`src/rtl/lpc_pkg.sv`:
```
package lpc_pkg;
  typedef enum logic [1:0] {
    PWR_ON   = 2'd0,
    PWR_WAKE = 2'd1,
    PWR_OFF  = 2'd2
  } pwr_state_t;
endpackage

```
`src/rtl/lpc_reset_sync.sv`:
```
module lpc_reset_sync (
  input  logic clk,
  input  logic rst_n,
  output logic rst_sync_n
);
  logic stage_q;

  always_ff @(posedge clk or negedge rst_n) begin
    if (!rst_n) begin
      stage_q    <= 1'b0;
      rst_sync_n <= 1'b0;
    end else begin
      stage_q    <= 1'b1;
      rst_sync_n <= stage_q;
    end
  end
endmodule

```
`src/rtl/lpc_sync.sv`:
```
module lpc_sync #(
  parameter int            W       = 1,
  parameter logic [W-1:0]  RST_VAL = '0
) (
  input  logic         clk,
  input  logic         rst_n,
  input  logic [W-1:0] d,
  output logic [W-1:0] q
);
  logic [W-1:0] meta_q;
  logic [W-1:0] meta_d;
  logic [W-1:0] q_d;

  always_comb begin
    meta_d = d;
    q_d    = meta_q;
  end

  always_ff @(posedge clk or negedge rst_n) begin
    if (!rst_n) begin
      meta_q <= RST_VAL;
      q      <= RST_VAL;
    end else begin
      meta_q <= meta_d;
      q      <= q_d;
    end
  end
endmodule

```
`src/rtl/lpc_activity.sv`:
```
module lpc_activity #(
  parameter int W = 4
) (
  input  logic         clk,
  input  logic         rst_n,
  input  logic [W-1:0] lines,
  output logic         act
);
  logic [W-1:0] prev_q;
  logic [W-1:0] bit_chg;

  for (genvar g = 0; g < W; g++) begin : g_lane
    always_ff @(posedge clk or negedge rst_n) begin
      if (!rst_n) prev_q[g] <= 1'b0;
      else        prev_q[g] <= lines[g];
    end
    assign bit_chg[g] = lines[g] ^ prev_q[g];
  end

  assign act = |bit_chg;
endmodule

```
`src/rtl/lpc_tick_counter.sv`:
```
module lpc_tick_counter #(
  parameter int LIMIT = 16
) (
  input  logic clk,
  input  logic rst_n,
  input  logic clr,
  output logic hit
);
  localparam int CW = (LIMIT > 2) ? $clog2(LIMIT) : 1;
  localparam logic [CW-1:0] LAST = CW'(LIMIT - 1);

  logic [CW-1:0] cnt_q;
  logic [CW-1:0] cnt_d;
  logic          at_last;

  always_comb begin
    at_last = (cnt_q == LAST);
    hit     = !clr && at_last;
    if (clr || at_last) cnt_d = '0;
    else                cnt_d = cnt_q + 1'b1;
  end

  always_ff @(posedge clk or negedge rst_n) begin
    if (!rst_n) cnt_q <= '0;
    else        cnt_q <= cnt_d;
  end
endmodule

```
`src/rtl/lpc_power_fsm.sv`:
```
module lpc_power_fsm
  import lpc_pkg::*;
(
  input  logic       clk,
  input  logic       rst_n,
  input  logic       off_n,
  input  logic       keep_on,
  input  logic       act,
  input  logic       idle_hit,
  input  logic       wake_hit,
  output pwr_state_t state
);
  pwr_state_t state_d;

  always_comb begin
    state_d = state;
    unique case (state)
      PWR_ON: begin
        if (!off_n || idle_hit) state_d = PWR_OFF;
      end
      PWR_WAKE: begin
        if (!off_n)        state_d = PWR_OFF;
        else if (wake_hit) state_d = PWR_ON;
      end
      PWR_OFF: begin
        if (off_n && (act || keep_on)) state_d = PWR_WAKE;
      end
      default: state_d = PWR_OFF;
    endcase
  end

  always_ff @(posedge clk or negedge rst_n) begin
    if (!rst_n) state <= PWR_ON;
    else        state <= state_d;
  end
endmodule

```
`src/rtl/line_power_ctrl.sv`:
```
module line_power_ctrl
  import lpc_pkg::*;
#(
  parameter int NTX        = 2,
  parameter int NRX        = 2,
  parameter int MON_IDX    = 0,
  parameter int IDLE_TICKS = 3_000_000,
  parameter int WAKE_TICKS = 10_000
) (
  input  logic           clk,
  input  logic           rst_n,
  input  logic [NTX-1:0] tx_in,
  input  logic [NRX-1:0] rx_in,
  input  logic           force_off_n,
  input  logic           force_on,
  input  logic           supply_good,
  output logic           tx_en,
  output logic           rx_en,
  output logic           pump_en,
  output logic           ready,
  output logic           mon_out
);
  localparam int NLINE = NTX + NRX;
  localparam int SW    = NLINE + 3;
  localparam logic [SW-1:0] SYNC_RST = SW'(4);

  logic            rst_i_n;
  logic [SW-1:0]   sync_q;
  logic [NLINE-1:0] line_s;
  logic            off_n_s;
  logic            keep_on_s;
  logic            sgood_s;
  logic            act;
  logic            idle_clr;
  logic            idle_hit;
  logic            wake_clr;
  logic            wake_hit;
  pwr_state_t      state;

  lpc_reset_sync u_rst (
    .clk        (clk),
    .rst_n      (rst_n),
    .rst_sync_n (rst_i_n)
  );

  lpc_sync #(.W(SW), .RST_VAL(SYNC_RST)) u_sync (
    .clk   (clk),
    .rst_n (rst_i_n),
    .d     ({tx_in, rx_in, force_off_n, force_on, supply_good}),
    .q     (sync_q)
  );

  assign line_s    = sync_q[SW-1:3];
  assign off_n_s   = sync_q[2];
  assign keep_on_s = sync_q[1];
  assign sgood_s   = sync_q[0];

  lpc_activity #(.W(NLINE)) u_act (
    .clk   (clk),
    .rst_n (rst_i_n),
    .lines (line_s),
    .act   (act)
  );

  assign idle_clr = act || keep_on_s || !off_n_s || (state != PWR_ON);
  assign wake_clr = (state != PWR_WAKE);

  lpc_tick_counter #(.LIMIT(IDLE_TICKS)) u_idle (
    .clk   (clk),
    .rst_n (rst_i_n),
    .clr   (idle_clr),
    .hit   (idle_hit)
  );

  lpc_tick_counter #(.LIMIT(WAKE_TICKS)) u_wake (
    .clk   (clk),
    .rst_n (rst_i_n),
    .clr   (wake_clr),
    .hit   (wake_hit)
  );

  lpc_power_fsm u_fsm (
    .clk      (clk),
    .rst_n    (rst_i_n),
    .off_n    (off_n_s),
    .keep_on  (keep_on_s),
    .act      (act),
    .idle_hit (idle_hit),
    .wake_hit (wake_hit),
    .state    (state)
  );

  assign tx_en   = (state == PWR_ON);
  assign pump_en = (state != PWR_OFF);
  assign ready   = pump_en && sgood_s;
  assign rx_en   = off_n_s;
  assign mon_out = line_s[MON_IDX];
endmodule

```
`config.mk`:
```
export PLATFORM = sky130hd
export DESIGN_NAME = line_power_ctrl
export DESIGN_NICKNAME = d
export VERILOG_FILES = /design/src/rtl/lpc_pkg.sv /design/src/rtl/lpc_reset_sync.sv /design/src/rtl/lpc_sync.sv /design/src/rtl/lpc_activity.sv /design/src/rtl/lpc_tick_counter.sv /design/src/rtl/lpc_power_fsm.sv /design/src/rtl/line_power_ctrl.sv
export SDC_FILE = /design/constraint.sdc
export NUM_CORES = 1
export LEC_CHECK = 0
export BUFFER_PORTS_ARGS = -buffer_cell sky130_fd_sc_hd__buf_2
export CELL_PAD_IN_SITES_DETAIL_PLACEMENT = 0
export CELL_PAD_IN_SITES_GLOBAL_PLACEMENT = 1
export CORE_ASPECT_RATIO = 0.9
export CORE_UTILIZATION = 53
export CTS_BUF_LIST = sky130_fd_sc_hd__clkbuf_4 sky130_fd_sc_hd__clkbuf_8
export DETAILED_ROUTE_END_ITERATION = 8
export MAX_ROUTING_LAYER = met4
export PLACE_DENSITY = 0.94
export SLEW_MARGIN = 10
export SYNTH_ARGS = -nofsm -noshare
export SYNTH_HDL_FRONTEND = slang
export SYNTH_SLANG_ARGS = --single-unit
```
`constraint.sdc`:
```
create_clock -name clk -period 5.9 [get_ports clk]
set_clock_uncertainty 0.2 [all_clocks]
set_input_delay 0 -clock clk [delete_from_list [all_inputs] [get_ports clk]]
set_output_delay 0 -clock clk [all_outputs]
set_load 0.1 [all_outputs]
```
# Word level (Yosys, flattened, before mapping)

Cells that the tools add are included.

Logic and storage cells: 50
Output and inout bits: 5
Bits in registers: 58
Input port bits: 9

Reduce and logical (&&, ||, !) cells: 17
Eq/ne operators: 9
Muxes and demuxes: 7
Add/subtract/negate cells: 2
Bitwise gates (word level): 4

Operators with widths:

| cell                                                                     | count |
|---|---|
| 22-bit by 1-bit adder with 22-bit output (second input constant)         | 1 |
| 22-bit == test (second input constant)                                   | 1 |
| 22-bit two-way mux                                                       | 1 |
| 14-bit by 1-bit adder with 14-bit output (second input constant)         | 1 |
| 14-bit == test (second input constant)                                   | 1 |
| 14-bit two-way mux                                                       | 1 |
| 2-bit two-way mux                                                        | 4 |
| 1-bit logical OR                                                         | 6 |
| 2-bit by 1-bit inequality test with 1-bit output (second input constant) | 3 |
| 2-bit case mux with 3 select lines                                       | 1 |
| 1-bit logical AND                                                        | 4 |
| 4-bit OR reduction                                                       | 1 |
| 1-bit XOR                                                                | 4 |
| 1-bit logical NOT                                                        | 3 |
| 3-bit by 2-bit inequality test with 1-bit output (second input constant) | 1 |
| 3-bit AND reduction                                                      | 1 |
| 2-bit by 1-bit == test with 1-bit output (second input constant)         | 1 |
| 2-bit == test (second input constant)                                    | 1 |
| 2-bit logical NOT                                                        | 1 |
| 2-bit inequality test (second input constant)                            | 1 |
| 2-bit nonzero test                                                       | 1 |

# Logic depth before layout (Yosys ltp)

Gate-level depths: netlist of run 1.

Depth in word-level cells: 10
Gate-level depth with buffers: 6
Depth with buffers taken out: 5

# Hierarchy

A second synthesis of run 1 with hierarchy kept.

Cell total of the unflattened synthesis: 229
Area, all modules: 2497.4 sq um

Modules (own cells, without submodules):

| module                     | area each (sq um) | times used | cells each | seq. area each (sq um) |
|---|---|---|---|---|
| lpc_tick_counter at u_idle | 1128.6            | 1          | 119        | 550.5 |
| lpc_tick_counter at u_wake | 695.7             | 1          | 70         | 350.3 |
| lpc_sync                   | 352.8             | 1          | 14         | 352.8 |
| lpc_activity               | 141.4             | 1          | 9          | 100.1 |
| lpc_power_fsm              | 86.3              | 1          | 8          | 50.0 |
| lpc_reset_sync             | 53.8              | 1          | 3          | 50.0 |
| line_power_ctrl            | 38.8              | 1          | 6          | 0.0 |

# Least setup slack after synthesis of run 1

No wires, ideal clock.

Path kind: flip-flop to flip-flop
From: reg u_fsm.state[1]
To: reg u_idle.cnt_q[15]
Setup slack: 3.172 ns
Path buffers: 1
Clock period less this slack: 2.728 ns
Required time: 5.606 ns
Library setup time: 0.094 ns
Cell stages (with the launch flop): 5
Arrival time: 2.433 ns
Cell sequence: dfrtp_1 nor2_1 nand4_1 clkbuf_1 a211oi_1

Longest elaborated chain between the ends: 4

Ends and longest elaborated chain:

| element                | line                   | source |
|---|---|---|
| from (decl)            | lpc_power_fsm.sv:11    | `output pwr_state_t state` |
| from (signal assigned) | lpc_power_fsm.sv:34    | `else state <= state_d;` |
| 2-bit nonzero test     | line_power_ctrl.sv:65  | `assign idle_clr = act \|\| keep_on_s \|\| !off_n_s \|\| (state != PWR_ON);` |
| 1-bit logical OR       | line_power_ctrl.sv:65  |  |
| 1-bit logical OR       | lpc_tick_counter.sv:19 | `if (clr \|\| at_last) cnt_d = '0;` |
| 22-bit two-way mux     | lpc_tick_counter.sv:19 |  |
| via u_idle.cnt_d[15]   | lpc_tick_counter.sv:13 | `logic [CW-1:0] cnt_d;` |
| to (signal assigned)   | lpc_tick_counter.sv:25 | `else cnt_q <= cnt_d;` |
| to (decl)              | lpc_tick_counter.sv:12 | `logic [CW-1:0] cnt_q;` |

The timed path passes the listed nets, and every way through them passes these cells.
A chain may end at the register's enable or synchronous reset.

# Final worst setup path of run 1

From: reg u_idle.cnt_q[0]
To: reg u_idle.cnt_q[9]

Longest elaborated chain between the ends: 3
Elaborated cells between the ends (all ways): 4
Those cells by class: add/sub: 1; eq/ne: 1; mux: 1; reduce/logical: 1

Ends and longest elaborated chain:

| element                                                                          | line |
|---|---|
| branches (longest 2 deep; another with 22-bit by 1-bit adder with 22-bit output) | -- |
| 22-bit two-way mux *                                                             | lpc_tick_counter.sv:19 |
| via u_idle.cnt_d[9]                                                              | lpc_tick_counter.sv:13 |

Mark *: on every way through the listed nets, which the timed path passes.

==> results of run 1 <==
placed cells by master, fill, tap and decap left out, types with 2 or more instances in the layout:
cell type / count
dfrtp_1: 55
nor3_1: 20
nor2_1: 18
nand3_1: 17
xor2_1: 16
buf_2: 13
xnor2_1: 12
nand2_1: 10
clkbuf_8: 10
nand4_1: 9
dlygate4sd3_1: 9
o21ai_0: 8
a211oi_1: 8
or3_1: 7
inv_1: 6
or4_1: 5
and2_1: 4
and4_1: 4
and3_1: 3
clkinv_2: 3
buf_4: 3
o31ai_1: 2
nor4_1: 2
ha_1: 2
dfstp_2: 2
report_power, final:
group | switching [uW] | internal (uW)
Combinational | 36.3 | 13.3
Sequential | 8.28 | 407
Clock | 149 | 209
Total | 194 | 630
routing by layer:
layer | routed length (um) | track usage, % | share of wire, % | vias up
met5 | 0 | - | 0 | -
met4 | 85 | 12.3 | 1.9 | 0
met3 | 183 | 7.16 | 4.0 | 11
met2 | 2160 | 32.3 | 47 | 31
met1 | 2150 | 28.1 | 47 | 831
li1 | - | - | - | 881
through the flow:
stage          utilization, %  power, uW
6_report                 65.5        824
5_1_grt                  65.5        857
4_1_cts                  65.5        833
3_5_place_dp             59.1        468
3_3_place_gp             59.1        467
2_1_floorplan               -        456
worst max path at each step:
stage                           startpoint                to  slack [ns]  depth (start not counted)
after CTS                  u_idle.cnt_q[0]   u_idle.cnt_q[9]        3.27                          5
after global placement    u_idle.cnt_q[12]  u_idle.cnt_q[16]        3.35                          5
after global routing       u_idle.cnt_q[0]   u_idle.cnt_q[2]        3.02                          5
after detailed placement   u_idle.cnt_q[0]   u_idle.cnt_q[9]        3.31                          5
final                      u_idle.cnt_q[0]   u_idle.cnt_q[9]        3.25                          5
after floorplan             u_fsm.state[1]  u_idle.cnt_q[15]        3.17                          4
repair_timing:
action	CTS	global route
resized for setup	0	0
hold buffers	9	0
endpoints found under the hold margin	9	0
kinds of logic after synthesis:
logic type                 after synthesis
AOI/OAI and AO/OA                       22
other                                    1
and+or+nand+nor                        106
DFF                                     58
xor gates and xnor gates                28
buffers and inverters                   14
adders and majority gates                2
sequential cells by signal, indices dropped and copies added, names as in the netlist:
| name | flops |
|---|---|
| u_rst.stage_q | 1 |
| u_sync.q | 7 |
| u_wake.cnt_q | 14 |
| u_sync.meta_q | 7 |
| u_rst.rst_sync_n | 1 |
| u_fsm.state | 2 |
| u_act.prev_q | 4 |
| u_idle.cnt_q | 22 |
final cells by class:
| cell class | instances | area, um2 | share of cell area, % |
|---|---|---|---|
| inverter | 6 | 22.5 | 0.766 |
| tap | 62 | 77.6 | 2.64 |
| clock inverter | 5 | 53.8 | 1.83 |
| timing repair buffer | 25 | 178 | 6.04 |
| clock buffer | 11 | 145 | 4.94 |
| sequential | 58 | 1460 | 49.5 |
| multi-input combinational | 159 | 1010 | 34.3 |
cells in the mapped netlist, types with 2 or more instances:
cell      number  share of area (%)
o21ai_0        8                1.6
inv_1          6               0.90
dfstp_2        2                2.1
or3_1          7                1.7
a211oi_1       8                2.4
and3_1         3               0.75
and4_1         4                1.4
xor2_1        16                5.6
and2_1         4                1.0
ha_1           2                1.0
nor2_1        18                2.7
nand2_1       10                1.5
dfrtp_1       56                 56
or4_1          5                1.5
nand3_1       17                3.4
nand4_1        9                2.2
o31ai_1        2               0.60
xnor2_1       12                4.2
nor4_1         3               0.75
nor3_1        20                4.0
clkbuf_1       7                1.0
==> results.json, run 1 <==
{
  "cts_tree": "done",
  "synth.avg_cell_area_um2": 10.9,
  "ff2ff_setup_slack_ns": 3.25,
  "leakage_uw": 0.00118,
  "outcome": "finished, final reports clean",
  "synth_mux_area_share_pct": 0,
  "synth_fp_nets": 242,
  "maxCapViolations": 0,
  "htreeDepth": 3,
  "wl_mm": 4.57,
  "path_buf_inv": 1,
  "coreArea_um2": 4490,
  "r2r_cells": 5,
  "worst_pin_slew_ns": 1.01,
  "cp-end-kind": "flip-flop",
  "dp_slack_ns": 3.31,
  "grt_pass1_vias": 1657,
  "syn_area_um2": 2510,
  "grt_max_degree": 32,
  "antenna_found_initial": 0,
  "syn_to_final_growth_pct": 17.1,
  "crit_required_ns": 5.88,
  "reg2reg_from": "u_idle.cnt_q[0]",
  "drtIter0Drc": 104,
  "die_x_um": 74.5,
  "wire_per_inst_um": 14.0,
  "setup_ws_ns": 3.25,
  "holdWs_ns": 0.0397,
  "cts_buffer_depth": 2,
  "diodes": 0,
  "gp_congestion": 0.798,
  "cp.arrival_ns": 2.63,
  "setup-violations-final": 0,
  "max_freq_mhz": 377,
  "yosysWarnings": 0,
  "min_path_type": "reg2async",
  "relSlewSlack_pct": 31.9,
  "synth_compound_area_share_pct": 5.83,
  "drt_first_pass_iters": 4,
  "critPathKind": "reg2reg",
  "period_share_pct": 44.9,
  "avgViaCountPerCell": 5.38,
  "grt_overflow": 0,
  "synth_fa_ha_area_share_pct": 0.997,
  "fin_nets": 270,
  "synthArstFlopShare_pct": 100,
  "postRouteAntennaNets": 0,
  "path_cells": "ha_1 > nand3_1 > nor4_2 > buf_4 > nor3_1",
  "max_stage_delay_ns": 0.95,
  "drc": 0,
  "place_inst": 301,
  "grt_pass1_wl_mm": 7.67,
  "cp_top_family": "simple AND/OR/NAND/NOR gates",
  "pwr_density_cell_nw_per_um2": 280,
  "synth_top_family_by_area": "simple AND/OR/NAND/NOR gates",
  "place_area_um2": 2650,
  "num-fill-cells": 360,
  "synth_edf_count": 0,
  "numPortBuffers": 13,
  "ys_seq_elements": 58,
  "fin_tns_setup_ns": 0,
  "dieArea_um2": 5020,
  "post_cts_buffers": 0,
  "die_h_um": 67.3,
  "vias": 1754,
  "finalMaxSlewViolations": 0,
  "syn-instance-count": 231,
  "dp_hpwl_mm": 3.01,
  "ys_types": 33,
  "hold_viol_final": 0,
  "clk_pin_slew_ns": 0.07,
  "ioPinCount": 14,
  "synthFlopType": "dfrtp_1",
  "ir_drop_uv": 263,
  "rsz0062_at_grt": "false",
  "clock_latency_ns": 0.34,
  "stdcell_count": 326,
  "seq_area_frac_synth_pct": 57.9,
  "grtUsageTotal_pct": 22.4,
  "initial_core_util_pct": 55.9,
  "cp-start-kind": "flip-flop",
  "critical_path.max_fanout": 12,
  "slowest_stage": "nor4_2",
  "fin_area_um2": 2940,
  "r2r-end": "u_idle.cnt_q[9]",
  "synth-simple-area-share_pct": 23.2,
  "drive_above_1_share_pct": 14.0,
  "std_cell_rows": 23,
  "synth-xor-area-share_pct": 9.77,
  "cts_buffers": 9,
  "clk_root_buffer_cell": "clkbuf_8",
  "cts_sinks": 58,
  "period_minus_slack_ns": 2.65
}
No activity file was read; power rests on OpenSTA's default activity.
==> run 2: changes to the inputs <==
- CORE_UTILIZATION: 53 -> 50
- PLACE_DENSITY: 0.94 -> 0.9
- clock period: 5.9 -> 2.44 ns (I/O delays scaled with it)
==> results.json, run 2 (synthesis results as in run 1) <==
{
  "outcome": "finished with violations",
  "failed_checks": "hold timing",
  "slowest_stage": "or4_1",
  "die_h_um": 69.2,
  "period_share_pct": 92.5,
  "grt_max_degree": 39,
  "largestRegisters": "u_idle.cnt_q: 22 flops, u_wake.cnt_q: 14 flops",
  "fin_nets": 273,
  "dp_hpwl_mm": 3.00,
  "wire_per_inst_um": 13.6,
  "numPortBuffers": 13,
  "diodes": 0,
  "dieArea_um2": 5310,
  "reg2reg_from": "u_idle.cnt_q[7]",
  "cts_buffer_depth": 2,
  "gp_congestion": 0.876,
  "max_stage_delay_ns": 0.68,
  "r2r_cells": 4,
  "post_cts_buffers": 0,
  "ir_drop_uv": 468,
  "cts_sinks": 58,
  "busiest_layer": "met2",
  "critPathKind": "reg2reg",
  "finalMaxSlewViolations": 0,
  "grt_pass1_vias": 1809,
  "antenna_found_initial": 0,
  "period_minus_slack_ns": 2.26,
  "syn_to_final_growth_pct": 18.9,
  "top_register": "u_idle.cnt_q",
  "final_common_cell": "dfrtp_1",
  "initial_core_util_pct": 51.9,
  "cp.arrival_ns": 2.30,
  "holdBufCountCts": 9,
  "path_cells": "nand3_1 > or4_1 > or4_1 > a211oi_1",
  "rsz0062_at_grt": "false",
  "grt_pass1_wl_mm": 7.92,
  "postRouteAntennaNets": 0,
  "postCtsResizedCells": 0,
  "cp-start-kind": "flip-flop",
  "drc": 0,
  "drtIter0Drc": 66,
  "ioPinCount": 14,
  "cp-end-kind": "flip-flop",
  "cts_buffers": 9,
  "critical_path.max_fanout": 9,
  "grt_overflow": 0,
  "grtUsageTotal_pct": 20.1,
  "drt_first_pass_iters": 4,
  "power_frac_seq_pct": 49.8,
  "use_met2_pct": 29.6,
  "htreeDepth": 3,
  "max_freq_mhz": 443,
  "die_x_um": 76.7,
  "intPower_uw": 1500,
  "path_common_cell": "or4_1",
  "vias": 1774,
  "clk_pin_slew_ns": 0.07,
  "met3_usage_pct": 7.76,
  "ff2ff_setup_slack_ns": 0.18,
  "maxCapViolations": 0,
  "clk_root_buffer_cell": "clkbuf_8",
  "final_cell_mix": "dfrtp_1, nor3_1, nand3_1, nor2_1, xor2_1",
  "total_power_uw": 2010,
  "cts_tree": "done",
  "clock_latency_ns": 0.34,
  "wl_mm": 4.53,
  "std_cell_rows": 24,
  "pwr-share-comb_pct": 6.2,
  "pwr_density_cell_nw_per_um2": 674,
  "switching_share_pct": 25.6,
  "crit_required_ns": 2.48,
  "p_clk_share_pct": 43.9,
  "leakage_uw": 0.00118,
  "r2r-end": "u_idle.cnt_q[21]",
  "drive_above_1_share_pct": 15.4,
  "hold_viol_final": 11,
  "holdWs_ns": -0.00453,
  "min_path_type": "reg2async",
  "grt_use_met1_pct": 24.9,
  "largest_reg_flops": 22,
  "setup-violations-final": 0,
  "p_sw_uw": 516,
  "avgViaCountPerCell": 5.34,
  "fin_tns_setup_ns": 0,
  "coreArea_um2": 4830
}
## run 2: changes by cell type in the layout (fill, tap and decap cells not counted), sizes merged
cell      change
buf           +3
clkinvlp      +3
clkbuf        -2
clkinv        -2
inv           +1
## run 2: worst max-delay path by stage
stage	startpoint	end	slack (ns)	cells after the start
finish	u_idle.cnt_q[7]	u_idle.cnt_q[21]	0.18	4
global placement	u_idle.cnt_q[2]	u_idle.cnt_q[21]	0.26	4
global route	u_idle.cnt_q[7]	u_idle.cnt_q[21]	0.04	4
CTS	u_idle.cnt_q[2]	u_idle.cnt_q[21]	0.18	4
floorplan	u_fsm.state[0]	ready	0.17	2
detailed placement	u_idle.cnt_q[2]	u_idle.cnt_q[21]	0.19	4
## run 2: power groups by stage
stage / Sequential [uW] / Clock, uW / Combinational [uW]
floorplan: 1040 / 0 / 65.7
global placement: 1020 / 0 / 114
detailed placement: 1020 / 0 / 115
CTS: 1000 / 913 / 126
global route: 1010 / 953 / 134
finish: 1000 / 884 / 125
## run 2: worst max-delay path: cells and delay by family (launching register included)
family / cells / cell delay, ns
flops: 1 / 0.42
simple gates: 3 / 1.29
compound gates: 1 / 0.25
## run 2: per-stage QoR
stage | setup WS [ns] | hold WS (ns) | util, % | area [um2] | cells
after CTS | 0.176 | 0.000718 | 61.7 | 2990 | 332
final | 0.183 | -0.00453 | 61.7 | 2990 | 332
after global placement | 0.258 | -0.415 | 55.7 | 2690 | 307
after detailed placement | 0.186 | -0.414 | 55.7 | 2690 | 307
after floorplan | 0.168 | -0.496 | - | 2510 | 231
after global routing | 0.0388 | 0.0312 | 61.7 | 2990 | 332
## run 2: metal layers
metal	part of all wire [%]	vias to the layer above
met5	0	-
met4	1.4	0
li1	-	884
met1	49	855
met3	2.7	9
met2	47	26
## run 2: area by class of cell
class | instances | area (um2)
inverters | 6 | 22.5
multi-input cells | 159 | 1010
fillers | 390 | 1850
well taps | 65 | 81.3
clock buffers | 9 | 124
repair buffers | 28 | 213
flip-flops and latches | 58 | 1460
clock inverters | 7 | 78.8
